--- config.mk ---
export PLATFORM = sky130hd
export DESIGN_NAME = tmr_cmp_chan
export DESIGN_NICKNAME = d
export VERILOG_FILES = /design/src/rtl/tmr_cmp_pkg.sv /design/src/rtl/tcc_cmp_store.sv /design/src/rtl/tcc_match_gate.sv /design/src/rtl/tcc_flag_unit.sv /design/src/rtl/tcc_pin_unit.sv /design/src/rtl/tmr_cmp_chan.sv
export SDC_FILE = /design/constraint.sdc
export NUM_CORES = 1
export LEC_CHECK = 0
export ABC_AREA = 1
export BUFFER_PORTS_ARGS = -buffer_cell sky130_fd_sc_hd__clkbuf_2
export CAP_MARGIN = 20
export CORE_MARGIN = 2
export CORE_UTILIZATION = 50
export CTS_BUF_LIST = sky130_fd_sc_hd__clkbuf_4 sky130_fd_sc_hd__clkbuf_8
export DETAILED_ROUTE_END_ITERATION = 7
export PLACE_DENSITY = 0.8
export SETUP_SLACK_MARGIN = 0.15
export SYNTH_ARGS = -nofsm -noshare
export SYNTH_HDL_FRONTEND = slang
export SYNTH_SLANG_ARGS = --single-unit
--- constraint.sdc ---
create_clock -name clk -period 1.2 [get_ports clk]
set_input_delay 0.06 -clock clk [delete_from_list [all_inputs] [get_ports clk]]
set_output_delay 0.06 -clock clk [all_outputs]
set_load 0.005 [all_outputs]
--- src/rtl/tmr_cmp_pkg.sv ---
package tmr_cmp_pkg;

    typedef enum logic [1:0] {
        PIN_KEEP   = 2'b00,
        PIN_TOGGLE = 2'b01,
        PIN_LOW    = 2'b10,
        PIN_HIGH   = 2'b11
    } pin_act_e;

    typedef struct packed {
        logic hit;
        logic equal;
    } match_info_t;

    function automatic logic pin_next(pin_act_e act, logic cur);
        logic res;
        unique case (act)
            PIN_KEEP:   res = cur;
            PIN_TOGGLE: res = ~cur;
            PIN_LOW:    res = 1'b0;
            PIN_HIGH:   res = 1'b1;
            default:    res = cur;
        endcase
        return res;
    endfunction

endpackage

--- src/rtl/tcc_cmp_store.sv ---
module tcc_cmp_store #(
    parameter int W = 8
) (
    input  logic         clk,
    input  logic         rst,
    input  logic         tick,
    input  logic         at_top,
    input  logic         at_bottom,
    input  logic         pwm_mode,
    input  logic         upd_at_top,
    input  logic         wr_en,
    input  logic [W-1:0] wr_data,
    output logic [W-1:0] active
);
    logic [W-1:0] buf_q;
    logic [W-1:0] act_q;
    logic         edge_sel;
    logic         do_copy;

    assign edge_sel = upd_at_top ? at_top : at_bottom;
    assign do_copy  = pwm_mode & tick & edge_sel;

    always_ff @(posedge clk) begin
        if (rst) begin
            buf_q <= '0;
            act_q <= '0;
        end else begin
            if (wr_en) buf_q <= wr_data;
            if (wr_en && !pwm_mode) act_q <= wr_data;
            else if (do_copy)       act_q <= buf_q;
        end
    end

    assign active = act_q;
endmodule

--- src/rtl/tcc_match_gate.sv ---
module tcc_match_gate
    import tmr_cmp_pkg::*;
#(
    parameter int W = 8
) (
    input  logic         clk,
    input  logic         rst,
    input  logic         tick,
    input  logic         cnt_wr,
    input  logic [W-1:0] count,
    input  logic [W-1:0] ref_val,
    output match_info_t  info
);
    logic [W-1:0] bit_eq;
    logic         block_q;

    for (genvar i = 0; i < W; i++) begin : g_eq
        assign bit_eq[i] = ~(count[i] ^ ref_val[i]);
    end

    always_ff @(posedge clk) begin
        if (rst)         block_q <= 1'b0;
        else if (cnt_wr) block_q <= 1'b1;
        else if (tick)   block_q <= 1'b0;
    end

    assign info.equal = &bit_eq;
    assign info.hit   = tick & info.equal & ~block_q;
endmodule

--- src/rtl/tcc_flag_unit.sv ---
module tcc_flag_unit (
    input  logic clk,
    input  logic rst,
    input  logic set_i,
    input  logic clr_i,
    output logic flag_o
);
    logic flag_q;

    always_ff @(posedge clk) begin
        if (rst)        flag_q <= 1'b0;
        else if (set_i) flag_q <= 1'b1;
        else if (clr_i) flag_q <= 1'b0;
    end

    assign flag_o = flag_q;
endmodule

--- src/rtl/tcc_pin_unit.sv ---
module tcc_pin_unit
    import tmr_cmp_pkg::*;
(
    input  logic       clk,
    input  logic       rst,
    input  logic       hit,
    input  logic       force_stb,
    input  logic       pwm_mode,
    input  logic [1:0] mode,
    output logic       pin
);
    logic pin_q;
    logic fire;

    assign fire = hit | (force_stb & ~pwm_mode);

    always_ff @(posedge clk) begin
        if (rst)       pin_q <= 1'b0;
        else if (fire) pin_q <= pin_next(pin_act_e'(mode), pin_q);
    end

    assign pin = pin_q;
endmodule

--- src/rtl/tmr_cmp_chan.sv ---
module tmr_cmp_chan
    import tmr_cmp_pkg::*;
#(
    parameter int CNT_W = 8
) (
    input  logic             clk,
    input  logic             rst,
    input  logic             tick,
    input  logic [CNT_W-1:0] count,
    input  logic             at_top,
    input  logic             at_bottom,
    input  logic             pwm_mode,
    input  logic             upd_at_top,
    input  logic             cmp_wr,
    input  logic [CNT_W-1:0] cmp_wdata,
    input  logic             cnt_wr,
    input  logic             flag_clr,
    input  logic             irq_ack,
    input  logic             irq_en,
    input  logic             force_stb,
    input  logic [1:0]       pin_mode,
    output logic [CNT_W-1:0] cmp_active,
    output logic             flag,
    output logic             irq,
    output logic             wave_out
);
    match_info_t minfo;

    tcc_cmp_store #(.W(CNT_W)) u_store (
        .clk, .rst, .tick, .at_top, .at_bottom, .pwm_mode, .upd_at_top,
        .wr_en(cmp_wr), .wr_data(cmp_wdata), .active(cmp_active)
    );

    tcc_match_gate #(.W(CNT_W)) u_match (
        .clk, .rst, .tick, .cnt_wr, .count,
        .ref_val(cmp_active), .info(minfo)
    );

    tcc_flag_unit u_flag (
        .clk, .rst, .set_i(minfo.hit), .clr_i(flag_clr | irq_ack), .flag_o(flag)
    );

    tcc_pin_unit u_pin (
        .clk, .rst, .hit(minfo.hit), .force_stb, .pwm_mode,
        .mode(pin_mode), .pin(wave_out)
    );

    assign irq = flag & irq_en;
endmodule

==> results of run 1 <==
cell families (layout without fill, tap and decap cells):
kind of cell    after synthesis  after routing  synth area share [%]
flops                        19             19                  35.6
compound gates               44             44                  23.7
buf+inv                      38             91                  14.9
simple gates                 63             63                  24.2
xor+xnor                      2              2                  1.64
sequential cells by signal, indices dropped and copies added (netlist names):
signal / count
u_store.active: 8
u_match.block_q: 1
u_flag.flag_o: 1
u_pin.pin: 1
u_store.buf_q: 8
worst min-delay path: cells and delay by family:
kind,cells,cell delay [ps]
buffers and inverters,2,150
AOI/OAI and AO/OA,1,60
cell type report:
cell class                      instances  area [sq um]  share of cell area [%]
Timing Repair Buffer                   53           313                    21.7
Multi-Input combinational cell        109           551                    38.2
Inverter                               34           128                    8.85
Tap cell                               27          33.8                    2.34
Clock inverter                          1          7.51                   0.520
Sequential cell                        19           388                    26.9
Clock buffer                            3          22.5                    1.56
synth_stat cells:
master,n
sky130_fd_sc_hd__nand3b_1,1
sky130_fd_sc_hd__a21oi_1,17
sky130_fd_sc_hd__a21oi_2,1
sky130_fd_sc_hd__or3b_2,1
sky130_fd_sc_hd__dfxtp_1,19
sky130_fd_sc_hd__and2_1,1
sky130_fd_sc_hd__nand2_1,41
sky130_fd_sc_hd__nand2_2,1
sky130_fd_sc_hd__o21ai_2,6
sky130_fd_sc_hd__inv_2,1
sky130_fd_sc_hd__buf_6,2
sky130_fd_sc_hd__o21ai_0,9
sky130_fd_sc_hd__o21bai_1,1
sky130_fd_sc_hd__nor2_1,11
sky130_fd_sc_hd__buf_1,1
sky130_fd_sc_hd__nand3_1,7
sky130_fd_sc_hd__o2111ai_1,1
sky130_fd_sc_hd__buf_2,1
sky130_fd_sc_hd__xnor2_1,2
sky130_fd_sc_hd__o21ai_1,9
sky130_fd_sc_hd__inv_1,33
cell usage in the layout (no fill, tap or decap), drive strengths merged, types with 2 or more instances in the layout:
cell | netlist | layout
clkbuf | 0 | 44
nand2 | 42 | 42
inv | 34 | 34
o21ai | 24 | 24
dfxtp | 19 | 19
a21oi | 18 | 18
nor2 | 11 | 11
nand3 | 7 | 7
dlygate4sd3 | 0 | 7
buf | 4 | 5
xnor2 | 2 | 2
how the worst max path moves through the flow:
stage	from	end	cells after the start
final	u_store.active[7]	u_pin.pin	11
after global routing	u_store.active[3]	u_pin.pin	10
after CTS	u_store.active[7]	u_pin.pin	11
after detailed placement	u_store.active[7]	u_pin.pin	11
after global placement	u_store.active[7]	u_pin.pin	11
after floorplan	u_store.active[5]	u_pin.pin	11
where the power goes:
group	switching (W)	total (W)	internal (W)	leakage, nW
Combinational	0.000195	0.000360	0.000165	0.613
Clock	0.000216	0.000343	0.000127	0.0139
Sequential	0.0000313	0.000712	0.000681	0.159
Total	0.000442	0.00142	0.000973	0.786
through the flow:
stage	TNS [ps]	hold slack, ps	setup WS [ps]
2_1_floorplan	0	129	153
3_3_place_gp	0	261	84.0
3_5_place_dp	0	255	20.2
4_1_cts	0	1.25	13.1
5_1_grt	-150	25.2	-126
6_report	-10.9	7.47	-10.9
metal layers:
layer	GRT usage [%]	routed length, um
met1	24.2	1110
met2	42.8	1390
met3	3.87	127
met4	8.80	32
met5	0	0
repair_timing:
action	in CTS	in global routing
hold buffers	7	0
pin swaps	10	8
buffers inserted	3	0
hold endpoints to repair	7	0
endpoints found under the setup margin	1	2
resized for setup	11	5
cloned	0	0
==> run metrics, run 1 <==
R2R Path End u_pin.pin; detailed-route wire length per cell approximately 11 um; TritonCTS clock tree yes; buffering stage count on the worst path with inverters included 3; DRT antenna net count 0; Worst R2R Start u_store.active[7]; routed wire length ~2700 um; H-tree levels 1; RD Place Congestion around 0.86; setup skew after layout a little over 7 ps; Max Fclk around 830 MHz; synthesized area 1070 sq um; Hold Path Class in2reg; post-synthesis register bit count 19; worst-case register-to-register setup slack -10 ps; transition time at the pin with the least slew margin ~430 ps; cell with the biggest individual delay on the critical path sky130_fd_sc_hd__dfxtp_2; RSZ-0062 raised after global routing true; Area Overhead vs Synth 35.0%; number of buffers created by CTS 3; overall die area approximately 2500 sq um; number of distinct standard cells referenced by the synthesized netlist 21; Remaining Overflow, GRT 0; Final Total Pwr 0.00142 W; maximum clock insertion buffer count 2; largest driver fanout on the critical path 3; synthesized area per cell 6.44 sq um; cells after synthesis between 150 and 200; DRC violation count after routing 0; data arrival time of the worst path 1420 ps; number of antenna violations at the first check in global routing 0; count of endpoints failing hold in the final timing report 0; cell area after layout ~1400 sq um; Die Y-Extent roughly 50 um; number of pins with negative max-slew slack in the final report 0; num rows 16; Via Count ~1200; Max Cap Viol 0; IO buf count 41; clock period minus worst slack ~1200 ps; via count of the first global-routing pass between 1000 and 1500; most area-consuming cells after synthesis sky130_fd_sc_hd__dfxtp_1, sky130_fd_sc_hd__nand2_1, sky130_fd_sc_hd__inv_1, sky130_fd_sc_hd__a21oi_1, sky130_fd_sc_hd__o21ai_2; area of the placeable core roughly 2000 sq um; Placed Instances about 230; worst vdd rail ir drop ~0.00066 V; maximum number of pins on one net before global-route repair 18; clock transition at the registers of the reported paths roughly 120 ps; wire length of the first global-routing pass 4350 um; Synth Warn # 0; count of nets after finishing about 250; startpoint of the most critical hold path cmp_wdata[1]; final-report setup violation count 1; fraction of the core area covered by cells at the end of the flow 72.8%; Die W between 50 and 60 um; power per unit of standard cell area a little under 1000 nW/um^2; Post-DP HPWL between 2000 and 2500 um; Net Count, Synth around 200; failing checks negative setup slack; latest clock arrival within the worst-skew pair a little over 300 ps; ratio of final minimum period to clock period 101%; CTS root buf sky130_fd_sc_hd__clkbuf_4; Worst slew margin a little under three quarters; post-layout worst setup margin -10.9 ps; largest stage delay on the critical path roughly 370 ps; number of inserted diodes 0; run status complete, but fails checks; sequential share of the synthesized area between 30 and 40%; static leakage between 0.7 and 0.8 nW; Hold Crit Endpoint u_store.buf_q[1]; Crit path max-delay family simple AND/OR/NAND/NOR gates; post-synth top area share 35.6%; fill cell count about 180; sinks on the clock net 19; crit path cell chain inv_2 > nand2_2 > nand2_1 > inv_1 > nand2_1 > nor2_1 > nand3_1 > nand3_1 > nand3_1 > nand2_1 > inv_1; initial cell density of the core 53.9%; Via density 4.85; type of the setup path with the least slack reg2reg; initial drt markers 33; length of the first detailed-routing pass in iterations 4; Crit path required time roughly 1400 ps; layout cell share with drive strength beyond 1 35.6%; library cell occupying the most area in the post-synthesis netlist sky130_fd_sc_hd__dfxtp_1; total global routing track utilization 22.5%; Post-DP Area between 1000 and 1500 sq um; number of non-filler instances in the completed layout approximately 250; cell depth of the worst hold path 3; number of top-level pins 42; worst-case reg-to-reg path depth 11; Worst setup EP type flip-flop; Critical Path Source Type flip-flop
Power figures use the tool's default switching activity.
==> run 2, diff against run 1 <==
Settings changed: CELL_PAD_IN_SITES_DETAIL_PLACEMENT from default to 1, CELL_PAD_IN_SITES_GLOBAL_PLACEMENT from default to 1, CORE_UTILIZATION 50 to 33, PLACE_DENSITY 0.8 to 0.79.
==> run 2 against run 1 <==
Compared with the run above:
- the run still ends with negative setup slack left
- register-to-register slack is essentially flat
- clock skew about the same
- first-iteration DRC count down 21%
- wire length increased by 13%
- design area decreased by 2.3%
- clock-buffer cell count unchanged
- non-clock buffer count shrank 5
- combinational power shrank 3%
- via count shrank 1.8%
- global-route usage decreased by 4.9 points
- flip-flop and latch count did not move
- utilization down 27 points
==> run metrics, run 2 (synthesis results as in run 1) <==
via count of the first global-routing pass 1164 (was 1115); length of the first detailed-routing pass in iterations 4 (unchanged); H-tree levels 1 (unchanged); maximum number of pins on one net before global-route repair 18 (unchanged); total global routing track utilization 17.6% (was 22.5%); leading cell type in the layout, fill and taps excluded sky130_fd_sc_hd__clkbuf_2 (unchanged); RSZ-0062 raised after global routing true (unchanged); IO buf count 41 (unchanged); num rows 20 (was 16); number of non-filler instances in the completed layout 258 (was 246); DRC violation count after routing 0 (unchanged); met3 Usage GRT 2.77% (was 3.87%); power per unit of standard cell area 991 nW/um^2 (was 981 nW/um^2); maximum clock insertion buffer count 2 (unchanged); type of the setup path with the least slack reg2reg (unchanged); Die Y-Extent 60.9 um (was 50.2 um); worst-case reg-to-reg path depth 11 (unchanged); Via density 4.54 (was 4.85); initial cell density of the core 34.7% (was 53.9%); Via Count 1172 (was 1193); Post-DP HPWL 2460 um (was 2020 um); proportion of power drawn by the clock network 23.8% (was 24.2%); Net Sw Power 0.000440 W (was 0.000442 W); Max Fclk 824 MHz (was 826 MHz); Max Cap Viol 0 (unchanged); number of top-level pins 42 (unchanged); smallest hold slack 12.9 ps (was 7.47 ps); latest clock arrival within the worst-skew pair 300 ps (was 310 ps); Int Pwr 0.000958 W (was 0.000973 W); number of pins with negative max-slew slack in the final report 0 (unchanged); post-layout worst setup margin -13.3 ps (was -10.9 ps); clock period minus worst slack 1210 ps (about the same); Placed Instances 249 (was 232); count of nets after finishing 246 (was 251); wire length of the first global-routing pass 4900 um (was 4350 um); failing checks negative setup slack (unchanged); Worst slew margin 69.4% (was 71.5%); transition time at the pin with the least slew margin 459 ps (was 427 ps); Hold Path Class in2reg (unchanged); met2 Track Usage GR 31.5% (was 42.8%); cell depth of the worst hold path 3 (unchanged); Net Sw Frac 31.5% (was 31.2%); count of endpoints failing hold in the final timing report 0 (unchanged); RD Place Congestion 0.863 (was 0.855); DRT antenna net count 0 (unchanged); CTS root buf sky130_fd_sc_hd__clkbuf_4 (unchanged); worst vdd rail ir drop 0.000513 V (was 0.000657 V); number of inserted diodes 0 (unchanged); combinational power share 25.1% (was 25.4%); data arrival time of the worst path 1410 ps (was 1420 ps); detailed-route wire length per cell 11.6 um (was 10.8 um); Worst setup EP type flip-flop (unchanged); fraction of the core area covered by cells at the end of the flow 45.8% (was 72.8%); leading cell types in the layout, fill and taps excluded sky130_fd_sc_hd__clkbuf_2, sky130_fd_sc_hd__nand2_1, sky130_fd_sc_hd__inv_1, sky130_fd_sc_hd__a21oi_1, sky130_fd_sc_hd__dfxtp_1 (unchanged); Global Route met1 Usage 22.1% (was 24.2%); initial drt markers 26 (was 33); largest driver fanout on the critical path 3 (unchanged); GR peak layer met2 (unchanged); setup skew after layout 6.63 ps (was 7.09 ps); Critical Path Source Type flip-flop (unchanged); Crit path required time 1400 ps (was 1410 ps); final-report setup violation count 1 (unchanged); routed wire length 3000 um (was 2660 um); Remaining Overflow, GRT 0 (unchanged); Die W 60.9 um (was 50.2 um); clock transition at the registers of the reported paths 120 ps (about the same); number of buffers created by CTS 3 (unchanged); area of the placeable core 3080 sq um (was 1980 sq um); sinks on the clock net 19 (unchanged); power share of the sequential group 51.0% (was 50.3%); layout cell share with drive strength beyond 1 35.5% (was 35.6%); run status complete, but fails checks (unchanged); static leakage 0.767 nW (was 0.786 nW); Final Total Pwr 0.00140 W (was 0.00142 W); TritonCTS clock tree yes (unchanged); Area Overhead vs Synth 32.0% (was 35.0%); ratio of final minimum period to clock period 101% (about the same); overall die area 3710 sq um (was 2520 sq um); number of antenna violations at the first check in global routing 0 (unchanged)
==> run 2: cell count changes in the layout (fill, tap and decap cells not counted), sizes merged <==
cell / before / now
buf: 5 / 4
clkinvlp: 1 / 0
clkinv: 0 / 1
dlygate4sd3: 7 / 3
==> run 2: worst paths after layout <==
| kind | start | end | slack [ps] |
|---|---|---|---|
| worst max register to register | u_store.active[5] | u_pin.pin | -10 |
| worst max-delay path | u_store.active[5] | u_pin.pin | -10 |
| worst min register to register | u_store.active[0] | u_store.active[0] | 490 |
| worst min-delay path | cmp_wdata[3] | u_store.buf_q[3] | 10 |
==> run 2: metrics by stage <==
stage | setup WS (ps) | TNS (ps) | area, sq um
global route | -128 | -165 | 1410
global placement | 46.5 | 0 | 1320
CTS | 19.1 | 0 | 1410
detailed placement | -28.1 | -28.1 | 1320
finish | -13.3 | -13.3 | 1410
floorplan | 153 | 0 | 1070
==> run 2: critical path: stages, from the launching register on <==
cell and delay [ps]:
sky130_fd_sc_hd__dfxtp_2 370, sky130_fd_sc_hd__inv_2 40, sky130_fd_sc_hd__nand2_2 60, sky130_fd_sc_hd__nand2_2 70, sky130_fd_sc_hd__inv_2 40, sky130_fd_sc_hd__nand2_1 40, sky130_fd_sc_hd__nor2_1 110, sky130_fd_sc_hd__nand3_1 120
sky130_fd_sc_hd__nand3_1 90, sky130_fd_sc_hd__nand3_1 70, sky130_fd_sc_hd__nand2_1 60, sky130_fd_sc_hd__inv_1 50
==> run 2: final cells by class <==
type                       instances  area, sq um
timing repair buffer              48          265
inverter                          34          128
clock inverter                     1         5.00
clock buffer                       3         22.5
tap                               44         55.1
sequential                        19          389
fill                             438         1670
multi-input combinational        109          546
==> run 2: per-layer routing <==
layer / vias up / wire length (um)
met4: 0 / 34
met5: - / 0
met1: 527 / 1330
met3: 4 / 118
met2: 26 / 1520
li1: 615 / -
==> run 2: power groups by stage <==
stage | sequential, W | combinational [W] | clock, W
6_report | 0.000713 | 0.000351 | 0.000333
2_1_floorplan | 0.000720 | 0.000203 | 0
5_1_grt | 0.000720 | 0.000402 | 0.000371
3_5_place_dp | 0.000724 | 0.000332 | 0
3_3_place_gp | 0.000719 | 0.000317 | 0
4_1_cts | 0.000713 | 0.000351 | 0.000345
==> run 2: what timing repair did <==
item / CTS / global route
gates resized for setup: 10 / 5
pin swaps: 4 / 2
hold buffers: 3 / 0
endpoints found under the setup margin: 2 / 2
setup buffers: 2 / 0
hold endpoints to repair: 3 / 0
